==> config.mk <==
export PLATFORM = sky130hd
export DESIGN_NAME = dsm_frac_mod
export DESIGN_NICKNAME = d
export VERILOG_FILES = /design/src/rtl/dsm_pkg.sv /design/src/rtl/dsm_acc_stage.sv /design/src/rtl/dsm_noise_shaper.sv /design/src/rtl/dsm_frac_mod.sv
export SDC_FILE = /design/constraint.sdc
export NUM_CORES = 1
export LEC_CHECK = 0
export ABC_AREA = 1
export BUFFER_PORTS_ARGS = -buffer_cell sky130_fd_sc_hd__buf_2
export CAP_MARGIN = 20
export CORE_ASPECT_RATIO = 0.7
export CORE_MARGIN = 2
export CORE_UTILIZATION = 40
export CTS_CLUSTER_DIAMETER = 50
export DETAILED_ROUTE_END_ITERATION = 12
export HOLD_SLACK_MARGIN = 0.1
export PLACE_DENSITY = 0.66
export SETUP_SLACK_MARGIN = 0.2
export SYNTH_ARGS = -nofsm -noshare
export SYNTH_HDL_FRONTEND = slang
export SYNTH_SLANG_ARGS = --single-unit
==> constraint.sdc <==
create_clock -name clk -period 12.7 [get_ports clk]
set_input_delay 0.635 -clock clk [delete_from_list [all_inputs] [get_ports clk]]
set_output_delay 0.635 -clock clk [all_outputs]
set_load 0.01 [all_outputs]
==> src/rtl/dsm_pkg.sv <==
package dsm_pkg;

    localparam int ACC_W  = 32;
    localparam int MULT_W = 10;
    localparam int OUT_W  = 12;
    localparam int CORR_W = 4;
    localparam int STAGES = 3;

    typedef enum logic [1:0] {
        ORD_OFF = 2'd0,
        ORD_1   = 2'd1,
        ORD_2   = 2'd2,
        ORD_3   = 2'd3
    } order_e;

    typedef enum logic [1:0] {
        FW_8  = 2'd0,
        FW_16 = 2'd1,
        FW_24 = 2'd2,
        FW_32 = 2'd3
    } fwidth_e;

    typedef struct packed {
        logic              en;
        logic [MULT_W-1:0] m;
        logic [ACC_W-1:0]  k;
        fwidth_e           fw;
        order_e            ord;
    } dsm_cfg_t;

    typedef struct packed {
        logic             carry;
        logic [ACC_W-1:0] sum;
    } acc_res_t;

    function automatic logic [ACC_W-1:0] fw_mask(fwidth_e fw);
        logic [ACC_W-1:0] m;
        case (fw)
            FW_8:    m = 32'h0000_00FF;
            FW_16:   m = 32'h0000_FFFF;
            FW_24:   m = 32'h00FF_FFFF;
            default: m = 32'hFFFF_FFFF;
        endcase
        return m;
    endfunction

    // operands are already reduced to the selected width
    function automatic acc_res_t acc_add(logic [ACC_W-1:0] a,
                                         logic [ACC_W-1:0] b,
                                         fwidth_e fw);
        acc_res_t      r;
        logic [ACC_W:0] s;
        s = {1'b0, a} + {1'b0, b};
        case (fw)
            FW_8:    r.carry = s[8];
            FW_16:   r.carry = s[16];
            FW_24:   r.carry = s[24];
            default: r.carry = s[32];
        endcase
        r.sum = s[ACC_W-1:0] & fw_mask(fw);
        return r;
    endfunction

endpackage

==> src/rtl/dsm_acc_stage.sv <==
module dsm_acc_stage
    import dsm_pkg::*;
(
    input  logic             clk,
    input  logic             rst,
    input  logic             clr,
    input  logic             step,
    input  fwidth_e          fw,
    input  logic [ACC_W-1:0] in_word,
    output logic [ACC_W-1:0] acc_now,
    output logic             carry
);

    logic [ACC_W-1:0] acc_q;
    acc_res_t         res;

    assign res     = acc_add(acc_q, in_word, fw);
    assign acc_now = res.sum;
    assign carry   = res.carry;

    always_ff @(posedge clk) begin
        if (rst || clr) begin
            acc_q <= '0;
        end else if (step) begin
            acc_q <= res.sum;
        end
    end


    no_overflow_chk: assert property (@(posedge clk) disable iff (rst || clr)
        (acc_q & ~fw_mask(fw)) == '0);


    clear_chk: assert property (@(posedge clk) disable iff (rst)
        clr |=> (acc_q == '0));


    acc_hold_chk: assert property (@(posedge clk) disable iff (rst)
        (!rst && !clr && !step) |=> $stable(acc_q));

endmodule

==> src/rtl/dsm_noise_shaper.sv <==
module dsm_noise_shaper
    import dsm_pkg::*;
(
    input  logic                     clk,
    input  logic                     rst,
    input  logic                     clr,
    input  logic                     step,
    input  order_e                   ord,
    input  logic [STAGES-1:0]        carries,
    output logic signed [CORR_W-1:0] corr
);

    logic c2_d, c3_d, c3_dd;
    logic signed [CORR_W-1:0] s1, s2, s2d, s3, s3d, s3dd;

    assign s1   = $signed({{(CORR_W-1){1'b0}}, carries[0]});
    assign s2   = $signed({{(CORR_W-1){1'b0}}, carries[1]});
    assign s3   = $signed({{(CORR_W-1){1'b0}}, carries[2]});
    assign s2d  = $signed({{(CORR_W-1){1'b0}}, c2_d});
    assign s3d  = $signed({{(CORR_W-1){1'b0}}, c3_d});
    assign s3dd = $signed({{(CORR_W-1){1'b0}}, c3_dd});

    always_comb begin
        case (ord)
            ORD_1:   corr = s1;
            ORD_2:   corr = s1 + s2 - s2d;
            ORD_3:   corr = s1 + s2 - s2d + s3 - (s3d <<< 1) + s3dd;
            default: corr = '0;
        endcase
    end

    always_ff @(posedge clk) begin
        if (rst || clr) begin
            c2_d  <= 1'b0;
            c3_d  <= 1'b0;
            c3_dd <= 1'b0;
        end else if (step) begin
            c2_d  <= carries[1];
            c3_dd <= c3_d;
            c3_d  <= carries[2];
        end
    end


    first_order_chk: assert property (@(posedge clk) disable iff (rst)
        (ord == ORD_1) |-> (corr >= 0 && corr <= 1));


    second_order_chk: assert property (@(posedge clk) disable iff (rst)
        (ord == ORD_2) |-> (corr >= -1 && corr <= 2));


    third_order_chk: assert property (@(posedge clk) disable iff (rst)
        (ord == ORD_3) |-> (corr >= -3 && corr <= 4));

endmodule

==> src/rtl/dsm_frac_mod.sv <==
module dsm_frac_mod
    import dsm_pkg::*;
(
    input  logic                    clk,
    input  logic                    rst,
    input  logic                    tick,
    input  logic                    en,
    input  logic [MULT_W-1:0]       m_int,
    input  logic [ACC_W-1:0]        k_frac,
    input  logic [1:0]              fw_sel,
    input  logic [1:0]              order_sel,
    output logic signed [OUT_W-1:0] div_out
);

    localparam int EXT_W = OUT_W - MULT_W;

    dsm_cfg_t cur_cfg, cfg_q;
    logic     cfg_chg, active, clr, step;

    always_comb begin
        cur_cfg.en  = en;
        cur_cfg.m   = m_int;
        cur_cfg.k   = k_frac;
        cur_cfg.fw  = fwidth_e'(fw_sel);
        cur_cfg.ord = order_e'(order_sel);
    end

    always_ff @(posedge clk) begin
        if (rst) cfg_q <= '0;
        else     cfg_q <= cur_cfg;
    end

    assign cfg_chg = (cur_cfg != cfg_q);
    assign active  = en && (cur_cfg.ord != ORD_OFF);
    assign clr     = cfg_chg || !active;
    assign step    = tick && !clr;

    logic [ACC_W-1:0]  stage_in  [STAGES];
    logic [ACC_W-1:0]  stage_out [STAGES];
    logic [STAGES-1:0] carries;

    for (genvar g = 0; g < STAGES; g++) begin : g_stage
        if (g == 0) begin : g_head
            assign stage_in[g] = k_frac & fw_mask(cur_cfg.fw);
        end else begin : g_tail
            assign stage_in[g] = stage_out[g-1];
        end
        dsm_acc_stage u_acc (
            .clk     (clk),
            .rst     (rst),
            .clr     (clr),
            .step    (step),
            .fw      (cur_cfg.fw),
            .in_word (stage_in[g]),
            .acc_now (stage_out[g]),
            .carry   (carries[g])
        );
    end

    logic signed [CORR_W-1:0] corr;

    dsm_noise_shaper u_shaper (
        .clk     (clk),
        .rst     (rst),
        .clr     (clr),
        .step    (step),
        .ord     (cur_cfg.ord),
        .carries (carries),
        .corr    (corr)
    );

    logic signed [OUT_W-1:0] m_ext, corr_ext, m_q_ext;

    assign m_ext    = $signed({{EXT_W{1'b0}}, m_int});
    assign m_q_ext  = $signed({{EXT_W{1'b0}}, cfg_q.m});
    assign corr_ext = $signed({{(OUT_W-CORR_W){corr[CORR_W-1]}}, corr});

    always_ff @(posedge clk) begin
        if (rst) begin
            div_out <= '0;
        end else if (clr) begin
            div_out <= m_ext;
        end else if (step) begin
            div_out <= m_ext + corr_ext;
        end
    end


    out_range_chk: assert property (@(posedge clk) disable iff (rst)
        (div_out >= m_q_ext - 12'sd3) && (div_out <= m_q_ext + 12'sd4));


    disabled_chk: assert property (@(posedge clk) disable iff (rst)
        (!rst && !active) |=> (div_out == $signed({{EXT_W{1'b0}}, $past(m_int)})));


    out_hold_chk: assert property (@(posedge clk) disable iff (rst)
        (!rst && !clr && !step) |=> $stable(div_out));

endmodule

==> flow_metrics.tcl, run 1 <==
set metrics [dict create \
    max_slew_margin_pct 31.5 \
    status "completed" \
    synth.distinct_cells 38 \
    clk_pin_slew_ns 0.08 \
    netlist.top_cell.by_area "dfxtp_1" \
    netlist_area_um2 14400 \
    synthXorXnorAreaFrac_pct 4.08 \
    finClkSkew_ns 0.0149 \
    synth_top_area_share_pct 22.0 \
    io_pins 62 \
    grt_pass1_vias 14300 \
    fmax_ghz 0.116 \
    final_nets 2698 \
    routedWlPerCell_um 16.8 \
    synth-compound-area-share_pct 11.3 \
    cts_buffers 17 \
    wirelength_um 50800 \
    place.gp.congestion 1.04 \
    filler_cell_count 3885 \
    start_util_pct 40.3 \
    layout_commonest_cell "nand2_1" \
    post-place-ws_ns 4.07 \
    hold_class "input port to register" \
    mostFrequentLayoutCells "nand2_1, inv_1, nor2_1" \
    regArea_um2 3160 \
    synth.mux.area_fraction_pct 0 \
    fp.dieH_um 163 \
    syn_nets 2661 \
    r2r_setup_slack_ns 4.98 \
    cp_max_fo 38 \
    cap_violations 0 \
    worst_slew_pin_slew_ns 1.03 \
    io_buffers 61 \
    cts_tree "yes" \
    setup_tns_ns 0 \
    grt_pass1_wl_um 79200 \
    grt_overflow 0 \
    rsz0062_at_grt "no" \
    synth_fa_ha_area_share_pct 10.7 \
    drive_above_1_share_pct 4.52 \
    post-cts-setup-buffers 0 \
    powerDensity_nw_per_um2 79.7 \
    peakVddDrop_mv 0.0879 \
    endpoint_kind "register" \
    first_pass_iters 6 \
    min_period_ns 8.59 \
    grt_antenna_before_repair 0 \
    clock_latency_ns 0.46 \
    synth_seq_cells 158 \
    clock-sinks 158 \
    crit_required_ns 13.05 \
    cts_resized 0 \
    ys.flop_type "dfxtp_1" \
    cts_hold_buf 0 \
    yosysSeqAreaShare_pct 22.0 \
    track_usage_pct 27.3 \
    setup_slack_ns 4.11 \
    area.growth.synth_to_final_pct 9.14 \
    synth_area_leaders "dfxtp_1, nand2_1, inv_1, ha_1, nor2_1" \
    synth_edf_count 0 \
    yosys.area_share.simple_pct 39.4 \
    grt_max_degree 89 \
    synth.avg_cell_area_um2 5.77 \
    fin_area_um2 15700 \
    drv_slew 0 \
    dieArea_um2 37500 \
    drc 0 \
    syn_inst 2492 \
    hold_ws_ns 0.408 \
    cts_max_level 4 \
    ant_nets 0 \
    finalCritPeriodShare_pct 67.7 \
    cts_root_buf "clkbuf_16" \
    vias 15500 \
    worstPathArrival_ns 8.94 \
    multi_input_area_um2 9410 \
    async_flop_share_pct 0 \
    path_common_cell "nand2_1" \
    core_um2 35600 \
    fp-row-count 58 \
    drt_iter0_drc 1490 \
    max_stage_delay_ns 0.56 \
    worstSetupPathType "input port to register" \
    hold_viol_final 0 \
    synth_top_family_by_area "simple AND/OR/NAND/NOR gates" \
    diodes 0 \
    viasPerCell 5.13 \
    slowest_stage "nor3_1" \
    leakage_nw 8.60 \
    cp-start-kind "input port" \
    postPlaceCellArea_um2 15100 \
    yosysWarnings 0 \
    setup_viol 0 \
    ctsLongestPathBuffers 2 \
    total_power_mw 1.25 \
    die_w_um 231 \
    place.detailed.hpwl_um 40300 \
]
## stage by stage
step / util, % / instances
after detailed placement: 42.3 / 2990
after global placement: 42.3 / 2990
after CTS: 44.0 / 3022
after floorplan: - / 2492
final: 44.0 / 3022
after global routing: 44.0 / 3022
## area by class of cell
class,count,share of cell area (%)
Clock inverter,14,1.16
Multi-Input combinational cell,1875,60.0
Sequential cell,158,20.2
Timing Repair Buffer,67,2.23
Clock buffer,18,2.80
Tap cell,480,3.83
Inverter,410,9.81
## Yosys cell counts, drive strengths merged (4+ instances only)
| cell | count |
|---|---|
| xor2 | 37 |
| nand3b | 13 |
| nand3 | 185 |
| nor3 | 18 |
| and2 | 10 |
| ha | 113 |
| a21oi | 162 |
| o21bai | 10 |
| a21o | 5 |
| inv | 409 |
| clkbuf | 22 |
| o21ai | 128 |
| nor2 | 380 |
| xnor2 | 30 |
| nand4 | 35 |
| dfxtp | 158 |
| nor4 | 4 |
| fa | 6 |
| nand2 | 726 |
| buf | 27 |
## state kept, by name, indices dropped and copies added, names as in the netlist
name,flops
u_shaper.c3_d,1
div_out,12
cfg_q,47
u_shaper.c2_d,1
g_stage.u_acc.acc_q,96
u_shaper.c3_dd,1
## cell families after synthesis
group | after synthesis
and+or+nand+nor | 1375
buffers and inverters | 459
AOI/OAI and AO/OA | 314
DFF | 158
adders and majority gates | 119
xor gates and xnor gates | 67
## routing by layer
layer | vias to the layer above | wire [um] | track usage, %
met5 | - | 113 | 2.21
met4 | 2 | 518 | 4.81
met3 | 32 | 5580 | 9.70
met2 | 558 | 19500 | 38.4
met1 | 7011 | 25000 | 39.8
li1 | 7896 | - | -
## worst paths after layout
path / to / startpoint / cells past startpoint
worst max-delay path: div_out[10] / fw_sel[1] / 46
worst min-delay path: cfg_q[24] / k_frac[20] / 3
worst min register to register: g_stage[0].u_acc.acc_q[8] / g_stage[0].u_acc.acc_q[8] / 2
worst max register to register: div_out[10] / g_stage[0].u_acc.acc_q[0] / 51
## critical path, delay by kind of cell
| family | cells | cell delay (ns) |
|---|---|---|
| adder cells (fa/ha/maj) | 5 | 1.61 |
| AND/OR/NAND/NOR | 30 | 4.84 |
| AO/OA/AOI/OAI | 4 | 0.74 |
| buffers and inverters | 7 | 1.10 |
## power breakdown
| group | internal (mW) | switching [mW] |
|---|---|---|
| sequential | 0.505 | 0.00513 |
| combinational | 0.0550 | 0.121 |
| clock | 0.319 | 0.244 |
Power figures use the tool's default switching activity.
==> inputs of run 2 (changes only) <==
- PLACE_DENSITY: 0.66 -> 0.68
- clock period: 12.7 -> 7.35 ns (I/O delays scaled with it)
==> run 2 against run 1 <==
Against the previous run:
- design area grew 23%
- critical path depth grew 8
- largest cell class unchanged
- largest power group unchanged
- sequential power grew 73%
- register-to-register slack lost 4.5 ns
- die area is the same
- first-iteration DRC count grew 13%
- cell count grew 11%
==> flow_metrics.tcl, run 2 (same netlist as run 1, synthesis figures left out) <==
set metrics [dict create \
    status "completed" \
    leakage_nw 10.2 \
    finClkSkew_ns 0.0121 \
    largest_reg_flops 96 \
    worst_slew_pin_slew_ns 1.03 \
    rsz0062_at_grt "no" \
    max_stage_delay_ns 0.35 \
    path_buf_inv 26 \
    regMostFlops "g_stage.u_acc.acc_q" \
    setup_viol 0 \
    finish.utilization_pct 54.2 \
    fp.dieH_um 163 \
    cts_hold_buf 0 \
    cts_root_buf "clkbuf_16" \
    r2r_setup_slack_ns 0.49 \
    clockPowerShare_pct 44.0 \
    layout_commonest_cell "nand2_1" \
    io_pins 62 \
    hold_ws_ns 0.155 \
    comb_power_share_pct 17.8 \
    slowest_stage "ha_1" \
    clk_pin_slew_ns 0.07 \
    fmax_ghz 0.144 \
    grt_overflow 0 \
    cap_violations 0 \
    hold_class "input port to register" \
    crit_start "fw_sel[1]" \
    fp-row-count 58 \
    clock-sinks 158 \
    top_regs "g_stage.u_acc.acc_q (96), cfg_q (47), div_out (12)" \
    endpoint_kind "register" \
    min_period_ns 6.93 \
    worstPathArrival_ns 7.28 \
    drt_iter0_drc 1678 \
    routedWlPerCell_um 16.6 \
    grt_antenna_before_repair 1 \
    grt_pass1_vias 15700 \
    mostFrequentLayoutCells "nand2_1, inv_1, nor2_1" \
    vias 17300 \
    max_slew_margin_pct 31.1 \
    worstSetupPathType "input port to register" \
    cts_buffers 17 \
    drive_above_1_share_pct 22.9 \
    clock_latency_ns 0.46 \
    drv_slew 0 \
    final_nets 3017 \
    drc 0 \
    grt_max_degree 89 \
    diodes 0 \
    r2r_cells 49 \
    place.gp.congestion 1.03 \
    cp_max_fo 7 \
    hold_viol_final 0 \
    cts_max_level 4 \
    hold_path_end "cfg_q[26]" \
    viasPerCell 5.19 \
    die_w_um 231 \
    dieArea_um2 37500 \
    cp.depth 54 \
    path_delay_family "buffers and inverters" \
    powerDensity_nw_per_um2 119 \
    hold_depth 3 \
    wirelength_um 55500 \
    ctsLongestPathBuffers 2 \
    cp-start-kind "input port" \
    path_common_cell "buf_4" \
    grt_pass1_wl_um 84900 \
    p_sw_share_pct 28.9 \
    p_sw_mw 0.665 \
    worstHoldStart "k_frac[22]" \
    peakVddDrop_mv 0.159 \
    r2r_start "g_stage[0].u_acc.acc_q[0]" \
    r2r_end "div_out[11]" \
    finalCritPeriodShare_pct 94.3 \
    io_buffers 61 \
    start_util_pct 40.3 \
    core_um2 35600 \
    crit_required_ns 7.70 \
    area.growth.synth_to_final_pct 34.4 \
    cts_tree "yes" \
    track_usage_pct 28.7 \
    place.detailed.hpwl_um 42600 \
    p_int_mw 1.64 \
    ant_nets 0 \
    power_frac_seq_pct 38.3 \
    first_pass_iters 6 \
]
==> run 2: per-layer routing <==
layer  part of all wire (%)  vias to the layer above  GRT usage, %  routed length [um]
met5                  0.018                        -             0                  10
met4                    1.6                        2          6.74                 882
met3                     10                       82          6.86                5740
met2                     42                      763          42.7               23000
met1                     47                     7938          41.4               25800
li1                       -                     8548             -                   -
==> run 2: power by group through the flow <==
stage	combinational [mW]	clock [mW]	sequential, mW
floorplan	0.192	0	0.901
global placement	0.346	0	0.900
detailed placement	0.349	0	0.901
CTS	0.358	1.02	0.882
global route	0.445	1.06	0.883
finish	0.409	1.01	0.882
==> run 2: worst max-delay path by stage <==
stage	to	slack, ns
global placement	div_out[10]	-0.43
finish	div_out[11]	0.42
global route	div_out[11]	0.11
CTS	div_out[10]	0.22
detailed placement	div_out[10]	-0.39
floorplan	div_out[10]	0.41
==> run 2: area by class of cell <==
cell class	count	area, um2
fill	3511	16300
multi-input combinational	1875	10600
sequential	158	3160
timing repair buffer	386	2770
inverter	410	1540
tap	480	601
clock buffer	18	429
clock inverter	13	213
==> run 2: worst reg2reg max path, delay by kind of cell (launching register included) <==
family / cells / cell delay (ns)
simple gates: 17 / 1.50
compound gates: 3 / 0.60
fa+ha+maj: 7 / 1.57
flops: 1 / 0.32
buf+inv: 22 / 2.78
==> run 2: what timing repair did <==
item	in CTS	in global routing
hold endpoints to repair	0	0
endpoints found under the setup margin	6	11
setup buffers	16	25
resized for setup	11	275
pin swaps	1	64
==> run 2: stage by stage <==
step / setup TNS [ns] / setup WS, ns / power (mW) / cells / area (um2)
after CTS: 0 / 0.222 / 2.26 / 3315 / 18000
after global placement: -2.66 / -0.430 / 1.25 / 3268 / 17200
after floorplan: 0 / 0.411 / 1.09 / 2492 / 14400
after detailed placement: -2.30 / -0.386 / 1.25 / 3268 / 17200
after global routing: 0 / 0.107 / 2.38 / 3340 / 19300
final: 0 / 0.422 / 2.30 / 3340 / 19300
